<file path="config.mk">
export PLATFORM = sky130hd
export DESIGN_NAME = bank_mmu
export DESIGN_NICKNAME = d
export VERILOG_FILES = /design/src/rtl/mmu_pkg.sv /design/src/rtl/mmu_slot_regs.sv /design/src/rtl/mmu_xlate.sv /design/src/rtl/mmu_region_dec.sv /design/src/rtl/bank_mmu.sv
export SDC_FILE = /design/constraint.sdc
export NUM_CORES = 1
export LEC_CHECK = 0
export BUFFER_PORTS_ARGS = -buffer_cell sky130_fd_sc_hd__buf_2
export CAP_MARGIN = 20
export CORE_MARGIN = 3
export CORE_UTILIZATION = 45
export DETAILED_ROUTE_END_ITERATION = 8
export PLACE_DENSITY = 0.74
export RECOVER_POWER = 50
export SLEW_MARGIN = 20
export SYNTH_ARGS = -nofsm -noshare
export SYNTH_HDL_FRONTEND = slang
export SYNTH_SLANG_ARGS = --single-unit
</file>
<file path="constraint.sdc">
create_clock -name clk_i -period 4.3 [get_ports clk_i]
set_input_delay 0.215 -clock clk_i [delete_from_list [all_inputs] [get_ports clk_i]]
set_output_delay 0.215 -clock clk_i [all_outputs]
set_load 0.02 [all_outputs]
</file>
<file path="src/rtl/mmu_pkg.sv">
package mmu_pkg;
  typedef enum logic [1:0] {
    RGN_RAM   = 2'd0,
    RGN_FLASH = 2'd1,
    RGN_EXP   = 2'd2,
    RGN_RSVD  = 2'd3
  } region_e;
endpackage

</file>
<file path="src/rtl/mmu_slot_regs.sv">
module mmu_slot_regs #(
  parameter int NSLOT = 8,
  parameter int IDX_W = 3,
  parameter int BLK_W = 8
) (
  input  logic                        clk_i,
  input  logic                        rst_ni,
  input  logic                        we_i,
  input  logic [IDX_W-1:0]            widx_i,
  input  logic [BLK_W-1:0]            wdata_i,
  output logic [NSLOT-1:0][BLK_W-1:0] slots_o
);
  for (genvar g = 0; g < NSLOT; g++) begin : g_slot
    always_ff @(posedge clk_i or negedge rst_ni) begin
      if (!rst_ni)                               slots_o[g] <= BLK_W'(g);
      else if (we_i && widx_i == IDX_W'(g))      slots_o[g] <= wdata_i;
    end
  end
endmodule

</file>
<file path="src/rtl/mmu_xlate.sv">
module mmu_xlate #(
  parameter int LOG_AW = 16,
  parameter int IDX_W  = 3,
  parameter int BLK_W  = 8,
  parameter int NSLOT  = 1 << IDX_W,
  localparam int OFF_W = LOG_AW - IDX_W,
  localparam int PHYS_AW = BLK_W + OFF_W
) (
  input  logic [LOG_AW-1:0]           addr_i,
  input  logic [NSLOT-1:0][BLK_W-1:0] slots_i,
  output logic [PHYS_AW-1:0]          phys_addr_o
);
  logic [IDX_W-1:0] slot_idx;
  assign slot_idx    = addr_i[LOG_AW-1 -: IDX_W];
  assign phys_addr_o = {slots_i[slot_idx], addr_i[OFF_W-1:0]};
endmodule

</file>
<file path="src/rtl/mmu_region_dec.sv">
module mmu_region_dec
  import mmu_pkg::*;
#(
  parameter int BLK_W     = 8,
  parameter int RAM_END   = 64,
  parameter int FLASH_END = 128,
  parameter int EXP_END   = 160
) (
  input  logic [BLK_W-1:0] blk_i,
  output region_e          region_o
);
  int unsigned blk;
  always_comb begin
    blk = int'(blk_i);
    if (blk < RAM_END)        region_o = RGN_RAM;
    else if (blk < FLASH_END) region_o = RGN_FLASH;
    else if (blk < EXP_END)   region_o = RGN_EXP;
    else                      region_o = RGN_RSVD;
  end
endmodule

</file>
<file path="src/rtl/bank_mmu.sv">
module bank_mmu
  import mmu_pkg::*;
#(
  parameter int LOG_AW    = 16,
  parameter int IDX_W     = 3,
  parameter int BLK_W     = 8,
  parameter int DATA_W    = 8,
  parameter logic [LOG_AW-1:0] REG_BASE = 16'h0008,
  parameter int RAM_END   = 64,
  parameter int FLASH_END = 128,
  parameter int EXP_END   = 160,
  localparam int NSLOT    = 1 << IDX_W,
  localparam int PHYS_AW  = BLK_W + LOG_AW - IDX_W
) (
  input  logic               clk_i,
  input  logic               rst_ni,
  input  logic [LOG_AW-1:0]  addr_i,
  input  logic [DATA_W-1:0]  wdata_i,
  input  logic               rd_i,
  input  logic               wr_i,
  input  logic [DATA_W-1:0]  mem_rdata_i,
  output logic [DATA_W-1:0]  rdata_o,
  output logic [PHYS_AW-1:0] phys_addr_o,
  output logic               ram_sel_o,
  output logic               flash_sel_o,
  output logic               exp_sel_o,
  output logic               ram_we_o,
  output logic               flash_we_o,
  output logic               exp_we_o,
  output logic               rsvd_o,
  output logic               reg_hit_o
);
  logic [NSLOT-1:0][BLK_W-1:0] slots;
  logic                        in_win, access, mem_acc;
  logic [IDX_W-1:0]            ridx;
  region_e                     region;

  // register window is NSLOT-aligned
  assign in_win  = addr_i[LOG_AW-1:IDX_W] == REG_BASE[LOG_AW-1:IDX_W];
  assign ridx    = addr_i[IDX_W-1:0];
  assign access  = rd_i | wr_i;
  assign mem_acc = access & ~in_win;

  mmu_slot_regs #(.NSLOT(NSLOT), .IDX_W(IDX_W), .BLK_W(BLK_W)) u_regs (
    .clk_i   (clk_i),
    .rst_ni  (rst_ni),
    .we_i    (wr_i & in_win),
    .widx_i  (ridx),
    .wdata_i (wdata_i[BLK_W-1:0]),
    .slots_o (slots)
  );

  mmu_xlate #(.LOG_AW(LOG_AW), .IDX_W(IDX_W), .BLK_W(BLK_W), .NSLOT(NSLOT)) u_xlate (
    .addr_i      (addr_i),
    .slots_i     (slots),
    .phys_addr_o (phys_addr_o)
  );

  mmu_region_dec #(
    .BLK_W(BLK_W), .RAM_END(RAM_END), .FLASH_END(FLASH_END), .EXP_END(EXP_END)
  ) u_dec (
    .blk_i    (phys_addr_o[PHYS_AW-1 -: BLK_W]),
    .region_o (region)
  );

  assign reg_hit_o   = access & in_win;
  assign ram_sel_o   = mem_acc & (region == RGN_RAM);
  assign flash_sel_o = mem_acc & (region == RGN_FLASH);
  assign exp_sel_o   = mem_acc & (region == RGN_EXP);
  assign rsvd_o      = mem_acc & (region == RGN_RSVD);
  assign ram_we_o    = ram_sel_o & wr_i;
  assign flash_we_o  = flash_sel_o & wr_i;
  assign exp_we_o    = exp_sel_o & wr_i;

  always_comb begin
    if (in_win)                 rdata_o = DATA_W'(slots[ridx]);
    else if (region == RGN_RSVD) rdata_o = '1;
    else                        rdata_o = mem_rdata_i;
  end
endmodule

</file>
==> impl_metrics.json, run 1 <==
{
  "finalWorstSetupSlack_ns": 1.286,
  "ys_types": 35,
  "powerDensity_mw_per_mm2": 263.3,
  "worst_setup_path_end_kind": "primary output",
  "fin_util_pct": 52.40,
  "wl_mm": 9.330,
  "relSlewSlack_pct": -6.375,
  "grt_pass1_wl_mm": 14.68,
  "fmax_ghz": 0.3318,
  "start_kind": "input pin",
  "ys_seq_elements": 64,
  "vias": 2631,
  "final_hold_viol_count": 0,
  "synth_area_per_cell_um2": 14.44,
  "drive_gt1_share_pct": 62.05,
  "gr-usage-all-layers_pct": 19.74,
  "largest_register_ffs": 64,
  "worstPathArrival_ns": 2.80,
  "cts_inserted_buffers": 9,
  "synth_area_mm2": 0.003956,
  "via_per_inst": 6.021,
  "rsz0062_at_grt": "false",
  "worstSetupPathType": "in -> out",
  "cts_buffer_depth": 2,
  "crit_required_ns": 4.09,
  "dpl.hpwl_mm": 6.231,
  "syn_to_final_growth_pct": 11.01,
  "post_cts_resized": 0,
  "die_x_um": 99.77,
  "setup_viol": 0,
  "syn_nets": 310,
  "clock_latency_ns": 0.34,
  "yosysMostFrequentCell": "mux2_2",
  "cts_hold_buf": 0,
  "portBuffers": 72,
  "min_period_ns": 3.014,
  "ioPinCount": 73,
  "maxCapViolCount": 2,
  "nets": 364,
  "grt_pass1_vias": 2699,
  "power_w": 0.001156,
  "synthArstFlopShare_pct": 100.0,
  "wl_met3_um": 818,
  "die_h_um": 99.77,
  "core_area_mm2": 0.008382,
  "drtIter0Drc": 123,
  "netlist_instances": 274,
  "vdd_drop_max_v": 0.0002012,
  "yosysSeqAreaShare_pct": 40.86,
  "synth_area_leaders": "dfrtp_1 33%, mux2_2 22%, mux4_2 17%",
  "fillers": 751,
  "antenna_left": 0,
  "clkTransAtPathRegs_ns": 0.07,
  "place_congestion": 0.8152,
  "ys.flop_type": "dfrtp_1",
  "crit_slowest_cell": "clkbuf_1",
  "violations": "capacitance limit, slew limit",
  "clock-sinks": 64,
  "path_cells": "clkbuf_1 > mux4_2 > mux2_2 > mux2i_1 > o21ai_0 > buf_2",
  "yosys-top-cells-count": "78 x mux2_2, 52 x dfrtp_1, 30 x mux4_2",
  "grt-ovfl-total": 0,
  "cts_setup_buffers": 0,
  "grt_max_degree": 65,
  "setup_tns_ns": 0,
  "drc": 0,
  "antenna_cells": 0,
  "status": "finished with violations",
  "cp_max_fo": 20,
  "cpPeakStageDelay_ns": 1.13,
  "htree_levels": 3,
  "critPathTopFamily": "buffers and inverters",
  "worst-path-buf-inv": 2,
  "place_ws_ns": 1.671,
  "finClkSkew_ns": 0,
  "dr_wl_met2_mm": 4.524,
  "synth_top_area_share_pct": 32.89,
  "antenna_found_initial": 0,
  "dr.max_layer_used": "met4",
  "power.static_leakage_nw": 2.065,
  "min_path_type": "in -> async",
  "ys_warn_count": 0,
  "max_slew.worst_pin.slew_ns": 1.596,
  "start_util_pct": 47.20,
  "drt_pass1_iterations": 4,
  "top_register": "u_regs.slots_o",
  "period_share_pct": 70.10,
  "wl_per_cell_um": 21.35,
  "cts_tree": "built",
  "yosys.area.top_type": "dfrtp_1",
  "std_cell_rows": 33,
  "wl_met1_mm": 3.890,
  "synth-edff-count": 0,
  "final_max_slew_viol_count": 21,
  "dieArea_mm2": 0.009953,
  "top_regs": "u_regs.slots_o x64",
  "clock-root-buffer": "clkbuf_8"
}
-- area by class of cell --
class / count / area (um^2) / share of cell area [%]
inverter: 2 / 7.507 / 0.1709
clock buffer: 11 / 131.4 / 2.991
multi-input combinational: 178 / 2128 / 48.46
timing repair buffer: 73 / 351.6 / 8.006
clock inverter: 4 / 25.02 / 0.5698
tap: 105 / 131.4 / 2.991
sequential: 64 / 1617 / 36.81
-- placed cells by master (no fill, tap or decap) --
cell        netlist  final
clkinvlp_4        0      2
mux2_2           78     78
nor3b_1           2      2
and2_1            1      1
nand4_1           3      3
clkbuf_8          0      9
nor4b_4           1      1
dfstp_2          12     12
nor2b_1           2      2
and4b_1           1      1
nor3b_4           2      2
mux2i_1          17     17
nand3_2           3      2
nand2_1           4      4
nand4b_1          1      1
nand4_4           1      1
dfrtp_1          52     52
nor2_1            9      9
clkbuf_1          4     15
nand3_1           1      2
inv_1             2      2
or2_1             1      1
nand2b_1          1      1
and3_1            1      1
nor3_1            2      2
nand4_2           1      1
mux4_2           30     30
or2_2             1      1
nor4_4            2      2
and4_2            2      2
clkinv_2          0      2
buf_2             6     59
a31o_2            1      1
a211oi_1          1      1
buf_4            17      1
o21ai_0           9      9
-- power breakdown --
group	switching, W	internal [W]	leakage, nW	total (W)
clock network	0.000224	0.000204	0.0752	0.000428
registers	0.000000161	0.000603	0.851	0.000603
logic	0.0000838	0.0000415	1.14	0.000125
total	0.000308	0.000848	2.07	0.00116
-- worst paths after layout --
| check | slack [ns] | startpoint | cells past startpoint | end |
|---|---|---|---|---|
| worst min register to register | 0.53 | u_regs.slots_o[48] | 1 | u_regs.slots_o[48] |
| max in group asynchronous | 3.73 | rst_ni | 2 | u_regs.slots_o[39] |
| worst max register to register | 3.49 | u_regs.slots_o[30] | 1 | u_regs.slots_o[30] |
| worst max-delay path | 1.29 | addr_i[0] | 6 | rdata_o[0] |
| min in group clk_i | 0.21 | wdata_i[7] | 2 | u_regs.slots_o[15] |
| worst min-delay path | 0.05 | rst_ni | 2 | u_regs.slots_o[1] |
-- cells by family (layout without fill, tap and decap cells) --
group | count (synthesis) | in the layout | synth area share [%]
AND/OR/NAND/NOR | 42 | 42 | 8.792
multiplexers | 125 | 125 | 43.58
buffers and inverters | 32 | 90 | 5.218
flip-flops | 64 | 64 | 40.86
AO/OA/AOI/OAI | 11 | 11 | 1.550
-- per-layer routing --
metal	GRT usage, %	vias up
met5	0	-
met4	5.357	0
met3	4.208	9
met2	32.22	117
met1	26.82	1351
li1	-	1154
-- per-stage QoR --
stage | instances | cell area, um^2 | hold WS, ns
floorplan | 274 | 3956 | -0.08059
CTS | 437 | 4413 | 0.06553
finish | 437 | 4392 | 0.04976
global placement | 422 | 4257 | 0.4232
detailed placement | 422 | 4257 | 0.4356
global route | 437 | 4392 | 0.1032
No activity file was read; power rests on OpenSTA's default activity.
==> inputs of run 2 (changes only) <==
clock period = 3 ns   (was 4.3 ns; I/O delays follow)
==> run 2 against run 1 <==
Against the previous run: the run still ends with capacitance limit, slew limit left; die area did not move; final area rose by 0.91%; clock power rose by 67%; via count fell by 0.49%; worst setup slack got worse by 0.86 ns; first-iteration DRC count fell by 16%; power rose by 52%; routed wire length fell by 1.0%; sequential cell count did not move; sequential share of layout area fell by 0.33 points; largest power group unchanged; register-to-register slack got worse by 1.3 ns; combinational power rose by 43%.
==> impl_metrics.json, run 2 (same netlist as run 1, synthesis figures left out) <==
{
  "status": "finished with violations",
  "violations": "capacitance limit, slew limit",
  "worstHoldEndpoint": "u_regs.slots_o[15]",
  "grt_max_degree": 65,
  "worstSetupPathType": "in -> out",
  "fin_area_mm2": 0.004432,
  "grt_pass1_vias": 2740,
  "cts_buffer_depth": 2,
  "wl_mm": 9.237,
  "clock-sinks": 64,
  "ioPinCount": 73,
  "portBuffers": 72,
  "fillers": 725,
  "reg2regPathDepth": 1,
  "start_util_pct": 47.20,
  "cts_hold_buf": 1,
  "power.static_leakage_nw": 2.097,
  "seq_power_share_pct": 49.2,
  "largest_register_ffs": 64,
  "drive_gt1_share_pct": 62.50,
  "switching_share_pct": 25.84,
  "cp_max_fo": 23,
  "hold_path_startpoint": "wdata_i[7]",
  "finalWorstSetupSlack_ns": 0.4256,
  "internal_power_w": 0.001303,
  "crit_slowest_cell": "clkbuf_1",
  "start_kind": "input pin",
  "fmax_ghz": 0.3884,
  "layout_common_cells": "78 x mux2_2, 60 x buf_2, 52 x dfrtp_1, 30 x mux4_2, 17 x mux2i_1",
  "post_cts_resized": 0,
  "worstPathArrival_ns": 2.42,
  "powerDensity_mw_per_mm2": 396.4,
  "worst_setup_path_end_kind": "primary output",
  "worst-path-buf-inv": 2,
  "via_per_inst": 5.937,
  "drt_pass1_iterations": 4,
  "vias": 2618,
  "cpPeakStageDelay_ns": 1.07,
  "cts_tree": "built",
  "cts_setup_buffers": 0,
  "setup_tns_ns": 0,
  "wl_per_cell_um": 20.95,
  "timing.rr.start": "u_regs.slots_o[38]",
  "place_area_mm2": 0.004272,
  "rsz0062_at_grt": "false",
  "relSlewSlack_pct": -5.001,
  "syn_to_final_growth_pct": 12.02,
  "final_hold_viol_count": 0,
  "place_inst": 424,
  "grt_pass1_wl_mm": 14.70,
  "gr-usage-all-layers_pct": 19.51,
  "final_common_cell": "mux2_2",
  "finClkSkew_ns": 0,
  "power.switching_w": 0.0004539,
  "crit_required_ns": 2.85,
  "stdcell_count": 441,
  "dpl.hpwl_mm": 6.368,
  "nets": 367,
  "min_path_type": "in -> reg",
  "antenna_found_initial": 0,
  "dieArea_mm2": 0.009953,
  "setup_viol": 0,
  "clock-root-buffer": "clkbuf_8",
  "max_slew.worst_pin.slew_ns": 1.575,
  "drc": 0,
  "min_period_ns": 2.574,
  "std_cell_rows": 33,
  "vdd_drop_max_v": 0.0003378,
  "period_share_pct": 85.81,
  "die_h_um": 99.77,
  "clock_latency_ns": 0.34,
  "pwr-share-clk_pct": 40.6,
  "htree_levels": 3,
  "die_x_um": 99.77,
  "reg2reg_slack_ns": 2.20,
  "grt-ovfl-total": 0,
  "hold_path_depth": 2,
  "place_congestion": 0.8234,
  "final_max_slew_viol_count": 88,
  "combPwrFrac_pct": 10.2,
  "antenna_cells": 0,
  "r2r-end": "u_regs.slots_o[38]",
  "drtIter0Drc": 103,
  "antenna_left": 0,
  "place_ws_ns": 0.7864,
  "core_area_mm2": 0.008382,
  "top_regs": "u_regs.slots_o x64",
  "clkTransAtPathRegs_ns": 0.07,
  "critPathTopFamily": "buffers and inverters",
  "cts_inserted_buffers": 9,
  "top_register": "u_regs.slots_o",
  "path_cells": "clkbuf_1 > mux4_2 > mux2_2 > mux2i_1 > o21ai_0 > buf_2",
  "maxCapViolCount": 2
}
-- run 2: how the worst max path moves through the flow --
stage,startpoint,end,slack [ns],cells after the start
3_5_place_dp,addr_i[0],rdata_o[4],0.79,6
4_1_cts,u_regs.slots_o[63],rdata_o[2],0.55,5
6_report,addr_i[1],rdata_o[1],0.43,6
5_1_grt,addr_i[1],rdata_o[1],0.33,6
2_1_floorplan,u_regs.slots_o[63],ram_we_o,0.97,5
3_3_place_gp,addr_i[0],rdata_o[1],0.81,6
-- run 2: metrics by stage --
step | hold WS (ns) | total power (W) | utilization (%)
floorplan | -0.1456 | 0.0009932 | -
global route | 0.1382 | 0.001835 | 52.87
CTS | 0.1220 | 0.001784 | 53.32
detailed placement | 0.3721 | 0.001065 | 50.96
global placement | 0.3641 | 0.001063 | 50.96
finish | 0.1416 | 0.001757 | 52.87
-- run 2: cell type report --
| class | instances | area (um^2) | share of cell area (%) |
|---|---|---|---|
| Multi-Input combinational cell | 178 | 2113 | 47.69 |
| Clock inverter | 6 | 60.06 | 1.355 |
| Sequential cell | 64 | 1617 | 36.48 |
| Inverter | 2 | 7.507 | 0.1694 |
| Clock buffer | 10 | 127.6 | 2.880 |
| Timing Repair Buffer | 76 | 375.4 | 8.470 |
| Tap cell | 105 | 131.4 | 2.964 |
-- run 2: per-layer routing --
metal | wire length [um] | global-route usage [%] | vias up
met5 | 0 | 0 | -
met4 | 170 | 7.773 | 0
met1 | 4011 | 25.66 | 1344
met2 | 4370 | 31.20 | 99
met3 | 684 | 4.628 | 16
li1 | - | - | 1159
-- run 2: power groups by stage --
stage | clock, W | combinational (W) | sequential [W]
global placement | 0 | 0.000183 | 0.000880
global route | 0.000776 | 0.000195 | 0.000863
CTS | 0.000734 | 0.000186 | 0.000864
finish | 0.000714 | 0.000179 | 0.000864
detailed placement | 0 | 0.000185 | 0.000880
floorplan | 0 | 0.000113 | 0.000880
==> inputs of run 3 (changes only) <==
BUFFER_PORTS_ARGS = not set   (was -buffer_cell sky130_fd_sc_hd__buf_2)
DONT_BUFFER_PORTS = 1   (was not set)
PLACE_DENSITY = 0.67   (was 0.74)
==> run 3 against run 2 <==
Against the previous run: the run still ends with capacitance limit, slew limit left; via count decreased by 9.7%; final cell count decreased by 15%; highest routed layer unchanged; largest power group unchanged; critical path type is now reg -> out; die area unchanged.
==> impl_metrics.json, run 3 (same netlist as run 1, synthesis figures left out) <==
{
  "final_max_slew_viol_count": 65,
  "cpPeakStageDelay_ns": 0.48,
  "status": "finished with violations",
  "crit_slowest_cell": "mux4_2",
  "drtIter0Drc": 109,
  "cts_inserted_buffers": 9,
  "worstSetupPathType": "reg -> out",
  "r2r-end": "u_regs.slots_o[14]",
  "setup_tns_ns": 0,
  "antenna_cells": 0,
  "relSlewSlack_pct": -4.362,
  "nets": 301,
  "path_cells": "mux4_2 > mux2i_1 > inv_1 > or2_1 > nor2_1",
  "drive_gt1_share_pct": 52.96,
  "violations": "capacitance limit, slew limit",
  "dpl.hpwl_mm": 5.781,
  "syn_to_final_growth_pct": 4.523,
  "die_x_um": 99.77,
  "worstPathArrival_ns": 2.41,
  "antenna_left": 0,
  "finClkSkew_ns": 0,
  "place_congestion": 0.7481,
  "layout_common_cells": "78 x mux2_2, 52 x dfrtp_1, 30 x mux4_2, 17 x mux2i_1, 12 x dfstp_2",
  "top_regs": "u_regs.slots_o x64",
  "reg2reg_slack_ns": 2.20,
  "std_cell_rows": 33,
  "ioPinCount": 73,
  "clkTransAtPathRegs_ns": 0.07,
  "fin_util_pct": 49.34,
  "vias": 2363,
  "portBuffers": 0,
  "core_area_mm2": 0.008382,
  "final_common_cell": "mux2_2",
  "cp_max_fo": 6,
  "start_util_pct": 47.20,
  "final_hold_viol_count": 0,
  "grt_max_degree": 65,
  "cts_setup_buffers": 0,
  "cp-endpoint": "ram_we_o",
  "powerDensity_mw_per_mm2": 401.8,
  "htree_levels": 3,
  "setup_viol": 0,
  "vdd_drop_max_v": 0.0002076,
  "min_period_ns": 2.556,
  "top_register": "u_regs.slots_o",
  "drc": 0,
  "cts_buffer_depth": 2,
  "clock-sinks": 64,
  "power.static_leakage_nw": 1.837,
  "rsz0062_at_grt": "false",
  "start_kind": "flop",
  "gr-usage-all-layers_pct": 18.83,
  "drt_pass1_iterations": 4,
  "largest_register_ffs": 64,
  "grt-ovfl-total": 0,
  "timing.rr.start": "u_regs.slots_o[14]",
  "die_h_um": 99.77,
  "period_share_pct": 85.19,
  "fmax_ghz": 0.3913,
  "dieArea_mm2": 0.009953,
  "antenna_found_initial": 0,
  "reg2regPathDepth": 1,
  "min_path_type": "in -> reg",
  "clock_latency_ns": 0.34,
  "wl_mm": 8.975,
  "cp-startpoint": "u_regs.slots_o[63]",
  "max_slew.worst_pin.slew_ns": 1.565,
  "grt_pass1_vias": 2451,
  "maxCapViolCount": 1,
  "grt_pass1_wl_mm": 13.98,
  "cts_tree": "built",
  "wl_per_cell_um": 23.93,
  "worst_setup_path_end_kind": "primary output",
  "clock-root-buffer": "clkbuf_8",
  "via_per_inst": 6.301,
  "crit_required_ns": 2.85
}
## run 3: changes by cell type in the layout (fill, tap and decap cells not counted), moves of 2 or more
cell and delta:
buf_4 -2, clkbuf_1 -10, nand3_1 +2, dlygate4sd3_1 +8, nand3_2 -2, buf_2 -60
## run 3: worst max-delay path, delay by kind of cell, from the launching register on
| kind | cells | cell delay (ns) |
|---|---|---|
| buffers and inverters | 1 | 0.22 |
| muxes | 2 | 0.84 |
| and+or+nand+nor | 2 | 0.61 |
| DFF | 1 | 0.40 |
## run 3: where the power goes
| group | switching [W] | internal (W) | total (W) |
|---|---|---|---|
| clock | 0.000319 | 0.000382 | 0.000701 |
| combinational | 0.0000536 | 0.0000425 | 0.0000960 |
| sequential | 0.000000226 | 0.000864 | 0.000864 |
## run 3: routing by layer
layer | up-vias | share of wire [%] | GRT usage (%)
li1 | 1025 | - | -
met1 | 1257 | 43 | 24.78
met5 | - | 0 | 0
met3 | 11 | 5.3 | 4.067
met4 | 0 | 1.3 | 5.672
met2 | 70 | 50 | 31.30
## run 3: layout make-up
class	instances	area, um^2
fill	725	4247
timing repair buffer	10	95.09
multi-input combinational	178	2102
tap	105	131.4
sequential	64	1617
clock inverter	4	47.55
clock buffer	12	135.1
inverter	2	7.507
## run 3: per-stage QoR
step / total power (W) / cell area (um^2) / hold WS [ns] / std cells / setup WS, ns
after CTS: 0.001693 / 4189 / 0.1295 / 375 / 0.4324
after detailed placement: 0.0009420 / 3889 / -0.1424 / 349 / 0.8140
after floorplan: 0.0009932 / 3956 / -0.1456 / 274 / 0.9671
final: 0.001662 / 4135 / 0.1467 / 375 / 0.4443
after global routing: 0.001731 / 4135 / 0.1318 / 375 / 0.3403
after global placement: 0.0009413 / 3889 / -0.1417 / 349 / 0.8595
## run 3: what timing repair did
| action | 4_1_cts | 5_1_grt |
|---|---|---|
| hold endpoints to repair | 128 | 0 |
| resized for setup | 0 | 0 |
| hold buffers | 10 | 0 |
## run 3: worst min path at each step
stage | slack, ns | from | cells after the start | endpoint
floorplan | -0.15 | rst_ni | 0 | u_regs.slots_o[0]
global placement | -0.14 | rst_ni | 0 | u_regs.slots_o[9]
detailed placement | -0.14 | rst_ni | 0 | u_regs.slots_o[9]
CTS | 0.13 | addr_i[2] | 2 | u_regs.slots_o[15]
global route | 0.13 | addr_i[2] | 2 | u_regs.slots_o[8]
finish | 0.15 | addr_i[2] | 2 | u_regs.slots_o[15]
